===== config.mk =====
export PLATFORM = sky130hd
export DESIGN_NAME = pwm_shadow_ctrl
export DESIGN_NICKNAME = d
export VERILOG_FILES = /design/src/rtl/pwm_shadow_pkg.sv /design/src/rtl/pwm_shadow_arm.sv /design/src/rtl/pwm_shadow_slot.sv /design/src/rtl/pwm_shadow_ctrl.sv
export SDC_FILE = /design/constraint.sdc
export NUM_CORES = 1
export LEC_CHECK = 0
export CAP_MARGIN = 15
export CORE_MARGIN = 1.5
export CORE_UTILIZATION = 59
export DETAILED_ROUTE_END_ITERATION = 16
export PLACE_DENSITY_LB_ADDON = 0.25
export SLEW_MARGIN = 20
export SYNTH_ARGS = -nofsm -noshare
export SYNTH_HDL_FRONTEND = slang
export SYNTH_SLANG_ARGS = --single-unit

===== constraint.sdc =====
create_clock -name clk_i -period 2.54 [get_ports clk_i]
set_clock_uncertainty 0.1 [all_clocks]
set_input_delay 0.381 -clock clk_i [delete_from_list [all_inputs] [get_ports clk_i]]
set_output_delay 0.381 -clock clk_i [all_outputs]
set_load 0.01 [all_outputs]

===== src/rtl/pwm_shadow_pkg.sv =====
package pwm_shadow_pkg;
  localparam int NREG      = 10;
  localparam int N_CMP     = 6;
  localparam int IDX_PRD   = 0;
  localparam int IDX_CMP0  = 1;
  localparam int IDX_BRPRD = 7;
  localparam int IDX_HOLD  = 8;
  localparam int IDX_AQ    = 9;

  // registers timed by the end-of-breath strobe
  function automatic logic on_breath_strobe(input int idx);
    return (idx == IDX_BRPRD) || (idx == IDX_HOLD);
  endfunction

  function automatic logic in_flicker_grp(input int idx);
    return !on_breath_strobe(idx);
  endfunction

  function automatic logic in_breath_grp(input int idx);
    return (idx == IDX_PRD) || on_breath_strobe(idx);
  endfunction
endpackage


===== src/rtl/pwm_shadow_arm.sv =====
module pwm_shadow_arm (
  input  logic clk_i,
  input  logic rst_ni,
  input  logic en_i,
  input  logic arm_i,
  input  logic fire_i,
  output logic pend_o
);
  logic pend_q;

  always_ff @(posedge clk_i or negedge rst_ni) begin
    if (!rst_ni)      pend_q <= 1'b0;
    else if (!en_i)   pend_q <= 1'b0;
    else if (arm_i)   pend_q <= 1'b1;
    else if (fire_i)  pend_q <= 1'b0;
  end

  assign pend_o = pend_q;

  assert_busy_rise_R7: assert property (@(posedge clk_i) disable iff (!rst_ni)
    $rose(pend_q) |-> $past(arm_i && en_i));
  assert_busy_clear_R7: assert property (@(posedge clk_i) disable iff (!rst_ni)
    (fire_i && !arm_i) |=> !pend_q);
  assert_drop_R9: assert property (@(posedge clk_i) disable iff (!rst_ni)
    !en_i |=> !pend_q);
endmodule


===== src/rtl/pwm_shadow_slot.sv =====
module pwm_shadow_slot #(
  parameter int         W   = 32,
  parameter logic [W-1:0] RST = '0
) (
  input  logic         clk_i,
  input  logic         rst_ni,
  input  logic         wr_i,
  input  logic [W-1:0] wdata_i,
  input  logic         load_now_i,
  input  logic         xfer_i,
  output logic [W-1:0] active_o
);
  logic [W-1:0] shadow_q, active_q;

  always_ff @(posedge clk_i or negedge rst_ni) begin
    if (!rst_ni)   shadow_q <= RST;
    else if (wr_i) shadow_q <= wdata_i;
  end

  always_ff @(posedge clk_i or negedge rst_ni) begin
    if (!rst_ni)                   active_q <= RST;
    else if (xfer_i)               active_q <= shadow_q;
    else if (wr_i && load_now_i)   active_q <= wdata_i;
  end

  assign active_o = active_q;

  assert_xfer_copy_R4: assert property (@(posedge clk_i) disable iff (!rst_ni)
    xfer_i |=> active_q == $past(shadow_q));
  assert_immediate_R3: assert property (@(posedge clk_i) disable iff (!rst_ni)
    (wr_i && load_now_i && !xfer_i) |=> active_q == $past(wdata_i));
  assert_hold_active_R5: assert property (@(posedge clk_i) disable iff (!rst_ni)
    (!xfer_i && !(wr_i && load_now_i)) |=> $stable(active_q));
endmodule


===== src/rtl/pwm_shadow_ctrl.sv =====
module pwm_shadow_ctrl
  import pwm_shadow_pkg::*;
#(
  parameter int DATA_W  = 32,
  parameter int AQ_W    = 12,
  parameter int HOLD_W  = 24,
  parameter int ADDR_W  = 4,
  parameter int PRD_RST = 100
) (
  input  logic                    clk_i,
  input  logic                    rst_ni,
  input  logic                    wr_en_i,
  input  logic [ADDR_W-1:0]       wr_addr_i,
  input  logic [DATA_W-1:0]       wr_data_i,
  input  logic                    sync_all_i,
  input  logic [NREG-1:0]         sep_en_i,
  input  logic                    breath_mode_i,
  input  logic                    period_tick_i,
  input  logic                    breath_end_i,
  output logic [DATA_W-1:0]       period_o,
  output logic [N_CMP*DATA_W-1:0] cmp_o,
  output logic [AQ_W-1:0]         aq_o,
  output logic [DATA_W-1:0]       brprd_o,
  output logic [HOLD_W-1:0]       hold_o,
  output logic                    busy_o
);
  logic [NREG-1:0] wr_hit, xfer, load_now;
  logic arm, fire_flk, fire_br, pend;

  assign arm = sync_all_i &&
               (wr_hit[IDX_PRD] || (breath_mode_i && wr_hit[IDX_BRPRD]));
  assign fire_flk = pend && period_tick_i && !breath_mode_i;
  assign fire_br  = pend && breath_end_i && breath_mode_i;

  pwm_shadow_arm u_arm (
    .clk_i  (clk_i),
    .rst_ni (rst_ni),
    .en_i   (sync_all_i),
    .arm_i  (arm),
    .fire_i (fire_flk || fire_br),
    .pend_o (pend)
  );

  for (genvar i = 0; i < NREG; i++) begin : g_reg
    localparam int SW = (i == IDX_AQ) ? AQ_W : (i == IDX_HOLD) ? HOLD_W : DATA_W;
    localparam logic [SW-1:0] RV = (i == IDX_PRD) ? SW'(PRD_RST) : '0;
    logic [SW-1:0] act_w;
    logic          strobe;

    assign wr_hit[i]   = wr_en_i && (wr_addr_i == ADDR_W'(i));
    assign strobe      = on_breath_strobe(i) ? breath_end_i : period_tick_i;
    assign load_now[i] = !sync_all_i && !sep_en_i[i];
    assign xfer[i]     = sync_all_i
                         ? ((in_flicker_grp(i) && fire_flk) || (in_breath_grp(i) && fire_br))
                         : (sep_en_i[i] && strobe);

    pwm_shadow_slot #(.W(SW), .RST(RV)) u_slot (
      .clk_i      (clk_i),
      .rst_ni     (rst_ni),
      .wr_i       (wr_hit[i]),
      .wdata_i    (wr_data_i[SW-1:0]),
      .load_now_i (load_now[i]),
      .xfer_i     (xfer[i]),
      .active_o   (act_w)
    );

    if (i == IDX_PRD) begin : g_prd
      assign period_o = act_w;
    end else if (i == IDX_BRPRD) begin : g_brprd
      assign brprd_o = act_w;
    end else if (i == IDX_HOLD) begin : g_hold
      assign hold_o = act_w;
    end else if (i == IDX_AQ) begin : g_aq
      assign aq_o = act_w;
    end else begin : g_cmp
      assign cmp_o[(i-IDX_CMP0)*DATA_W +: DATA_W] = act_w;
    end
  end

  assign busy_o = pend;

  assert_idle_no_xfer_R7: assert property (@(posedge clk_i) disable iff (!rst_ni)
    (sync_all_i && !busy_o) |-> xfer == '0);
  assert_wrong_strobe_R8: assert property (@(posedge clk_i) disable iff (!rst_ni)
    (sync_all_i && busy_o && !arm && !(breath_mode_i ? breath_end_i : period_tick_i))
      |=> busy_o);
endmodule


Word-level counts from Yosys, hierarchy flattened
Index checks and enable logic that the tools add are counted.
{"block": "op_classes", "eq_ne": 10, "n_mux": 33, "reduce_logical": 71}
{"cell": "32-bit two-way mux", "n": 16}
{"cell": "24-bit two-way mux", "n": 2}
{"cell": "1-bit logical AND", "n": 46}
{"cell": "12-bit two-way mux", "n": 2}
{"cell": "2-bit nonzero test", "n": 10}
{"cell": "4-bit by 3-bit == test with 1-bit output (second input constant)", "n": 4}
{"cell": "1-bit two-way mux", "n": 13}
{"cell": "1-bit zero test", "n": 12}
{"cell": "4-bit by 2-bit == test with 1-bit output (second input constant)", "n": 2}
{"cell": "4-bit == test (second input constant)", "n": 2}
{"cell": "4-bit by 1-bit == test with 1-bit output (second input constant)", "n": 1}
{"cell": "4-bit zero test", "n": 1}
{"cell": "3-bit by 1-bit != test with 1-bit output (second input constant)", "n": 1}
{"cell": "1-bit logical OR", "n": 2}
{"block": "word_totals", "ff_bits": 585, "input_bits": 53, "output_inout_bits": 293, "wordCells": 135}

Depth between registers and ports, before layout
{"block": "logic_depth", "word_depth": 7, "mapped_depth": 6, "mapped_depth_nobuf": 4}

By module
A second synthesis with hierarchy kept.
{"block": "unflattened", "cells_unflattened": 2327, "hier_area_um2": 30232.7}
{"module": "pwm_shadow_slot at g_reg[1].u_slot ...", "n_inst": 7, "cells_each": 249, "area_per_inst_um2": 3295.7, "seq_area_each_um2": 1601.5}
{"module": "pwm_shadow_slot at g_reg[0].u_slot", "n_inst": 1, "cells_each": 249, "area_per_inst_um2": 3303.2, "seq_area_each_um2": 1609.0}
{"module": "pwm_shadow_slot at g_reg[8].u_slot", "n_inst": 1, "cells_each": 187, "area_per_inst_um2": 2346.0, "seq_area_each_um2": 1201.2}
{"module": "pwm_shadow_slot at g_reg[9].u_slot", "n_inst": 1, "cells_each": 94, "area_per_inst_um2": 1181.1, "seq_area_each_um2": 600.6}
{"module": "pwm_shadow_ctrl", "n_inst": 1, "cells_each": 51, "area_per_inst_um2": 286.5, "seq_area_each_um2": 0.0}
{"module": "pwm_shadow_arm", "n_inst": 1, "cells_each": 3, "area_per_inst_um2": 46.3, "seq_area_each_um2": 25.0}

Worst setup path before layout
No wires, ideal clock.
{"block": "synth_path", "path_type": "in2reg", "startpoint": "input sync_all_i", "endpoint": "register g_reg[8].u_slot.active_q[10]", "setup_ns": 0.137, "t_arrival_ns": 1.619, "required_ns": 2.303, "slack_ns": 0.684, "stages": 6, "path_buffers": 3, "path_cell_list": "buf_2 > or4_1 > buf_2 > buf_6 > mux2i_1 > a21oi_1"}
{"block": "synth_between", "elab_chain_cells": 4, "word_cells_on_any_way": 6, "classes_between": "mux: 2; reduce/logical: 4"}
{"element": "start, declared", "line": "pwm_shadow_ctrl.sv:15", "rtl": "input logic sync_all_i,"}
{"element": "1-bit zero test"}
{"element": "1-bit logical AND", "line": "pwm_shadow_ctrl.sv:52", "rtl": "assign load_now[i] = !sync_all_i && !sep_en_i[i];"}
{"element": "1-bit logical AND", "line": "pwm_shadow_slot.sv:23", "rtl": "else if (wr_i && load_now_i) active_q <= wdata_i;"}
{"element": "2-bit nonzero test (no line)"}
{"element": "end signal, assigned", "line": "pwm_shadow_slot.sv:22", "rtl": "else if (xfer_i) active_q <= shadow_q;"}
{"element": "end signal, assigned", "line": "pwm_shadow_slot.sv:23"}
{"element": "end, declared", "line": "pwm_shadow_slot.sv:13", "rtl": "logic [W-1:0] shadow_q, active_q;"}
Several ways; a longest one is shown, not always the timed one.
A chain may end at the register's enable or synchronous reset.

Worst setup path in the final report
{"block": "layout_path", "startpoint": "register g_reg[0].u_slot.active_q[2]", "endpoint": "output period_o[2]"}
{"element": "start, declared", "line": "pwm_shadow_slot.sv:13"}
{"element": "start signal, assigned", "line": "pwm_shadow_slot.sv:22"}
{"element": "start signal, assigned", "line": "pwm_shadow_slot.sv:23"}
{"element": "end, declared", "line": "pwm_shadow_ctrl.sv:20", "rtl": "output logic [DATA_W-1:0] period_o,"}
No word-level cell between the ends.

==> run metrics <==
status=complete, no violations; Die Span Y=206.6 µm; Final period util=85.39%; Max-Cap Viols=0; syn_nets=1847; Setup crit start kind=register; worst-margin pin slew=1061 ps; Final Util=76.20%; Post-CTS Setup Inserts=0; fin. max-slew vios=0; CP endpoint kind=output pin; max incr delay on CP=550 ps; Die Footprint=42670 µm²; CP bufs+invs=1; first-pass GRT wire length=101500 µm; CP max stage cell=dfstp_2; Placeable Area=40830 µm²; GP Congestion=0.8331; Total GRT Usage=31.81%; Pwr per Cell Area=905.1 nW/µm²; placed cell count=2623; antenna violations before repair=9; synth cell count leaders=579 x dfrtp_1, 328 x mux2_2, 161 x a22o_1, 160 x a21o_1; CTS clock-pin slew for the worst setup and hold paths=60 ps; post-synth cell types=35; largest net degree at the start of global routing=110; Cell Area, Synth=24450 µm²; total power=28.16 mW; Detailed Route Iter0 Violations=1113; post-DP HPWL=45240 µm; gr ovfl total=0; Post-synth top flop=dfrtp_1; Yosys top cell area share=59.26%; port bufs=345; fmax=461.1 MHz; DRT antenna net count=0; # hold bufs at CTS=1; Row Count=74; top cell type by total area after synthesis=dfrtp_1; CP startpoint=g_reg[0].u_slot.active_o[2]$_DFFE_PN1P_; IO Count=346; slew margin rel.=29.07%; vias after detailed routing=16590; critical path type=reg2out; vias in the first global route=16930; H-tree levels=2; DRC=0; sequential share of the synthesized area=59.90%; Worst VDD drop=616.4 µV; routed wire length=67330 µm; Synth warnings=0; Sink Count=585; clock buffer count from CTS=56; # setup viols final=0; post-cts resize count=0; flop-to-flop setup slack=530 ps; CTS Buffer Depth=3; CP top delay family=flip-flops; top cells by area, synth=dfrtp_1 59%, mux2_2 15%, a22o_1 5.8%; latest clock arrival within the worst-skew pair=600 ps; Via density=6.078; worst-path maximum fanout=2; stages on the worst setup path=1; count leader, synth=dfrtp_1; Post-Layout Cell Count=2729; crit-path cells=clkdlybuf4s50_1; Hold Fails Final Rpt=0; DRT Pass-1 Iters=5; die width=206.6 µm; Syn Inst Count=1794; synth-to-layout area growth=27.26%; Tmin final=2169 ps; wire per inst=24.67 µm; Critical Path End=period_o[2]; type of the worst min-delay path=in2async; Worst Hold Margin=120.9 ps; leakage dissipation=15.08 nW; Data required, critical path=2060 ps; CTS Root Buffer Type=clkbuf_16; Mapped Avg Cell Area=13.63 µm²; layout cell share with drive strength beyond 1=26.95%; r2r worst-path depth=5; RSZ-0062 raised after global routing=false; initial core utilization=59.88%; CP arrival=1690 ps; reg-to-reg endpoint=g_reg[5].u_slot.active_o[7]$_DFFE_PN0P_; CTS tree=built; Post-synth ARST share=100.0%; fin nets=2203; r2r startpoint=u_arm.pend_o$_DFFE_PN0P_; Post-synth EDFFs=0; flops & latches, synth=585
-- power by group --
group / total, mW / internal, mW / switching [mW]
Sequential: 13.2 / 11.6 / 1.56
Clock: 8.35 / 4.84 / 3.51
Combinational: 6.60 / 4.03 / 2.58
-- cells in the final DEF (no fill, tap or decap), drive strengths merged, types with 4 or more instances in the layout --
cell type,n
buf,125
a21o,160
nor4,6
mux2i,101
mux2,356
a22o,161
nor2,67
clkinv,15
nand2b,13
dfrtp,579
o21ai,47
clkdlybuf4s50,344
nand2,46
bufinv,4
clkbuf,80
a21boi,7
a21oi,56
diode,4
dfstp,6
-- layout make-up --
cell class / count / area [µm²]
timing repair buffer: 470 / 4750
tap: 532 / 665.6
multi-input combinational: 1035 / 9189
clock buffer: 80 / 1624
inverter: 2 / 7.507
antenna: 4 / 10.01
fill: 2527 / 9717
clock inverter: 21 / 222.7
sequential: 585 / 14650
-- routing by layer --
layer	up-vias	GRT usage (%)	share of wire, %
met5	-	0	0.091
met4	8	10.09	2.7
met3	122	6.122	6.3
met2	557	52.19	49
met1	8714	43.13	42
li1	7185	-	-
-- flip-flops by register name (all words and copies together) (netlist names) --
register,count
g.u_slot.active_o,292
g.u_slot.shadow_q,292
u_arm.pend_o,1
-- worst min path at each step --
stage,cells past startpoint,from,to,slack (ps)
global placement,1,rst_ni,g_reg[4].u_slot.shadow_q[26]$_DFFE_PN0P_,160
finish,2,rst_ni,g_reg[4].u_slot.shadow_q[30]$_DFFE_PN0P_,120
detailed placement,1,rst_ni,g_reg[2].u_slot.active_o[26]$_DFFE_PN0P_,160
CTS,2,rst_ni,g_reg[4].u_slot.shadow_q[29]$_DFFE_PN0P_,110
global route,2,rst_ni,g_reg[4].u_slot.shadow_q[29]$_DFFE_PN0P_,150
floorplan,0,rst_ni,g_reg[0].u_slot.active_o[0]$_DFFE_PN0P_,-10
-- cells by family (layout without fill, tap and decap cells) --
logic type      after synthesis  in the layout  share of synthesized area [%]
compound gates              432            432                          13.04
mux                         457            457                          20.68
flops                       585            585                          59.90
buf+inv                     174            573                          3.234
other cells                   0              4                              0
simple gates                146            146                          3.132
-- metrics by stage --
stage                     cell area [µm²]  TNS (ps)  worst slack, ps
after global placement              29250     -2473           -92.60
after detailed placement            29250     -7344           -169.9
final                               31110         0            371.2
after global routing                31100         0            334.5
after floorplan                     24450         0            684.3
after CTS                           31100         0            349.3
No activity file was read; power rests on OpenSTA's default activity.
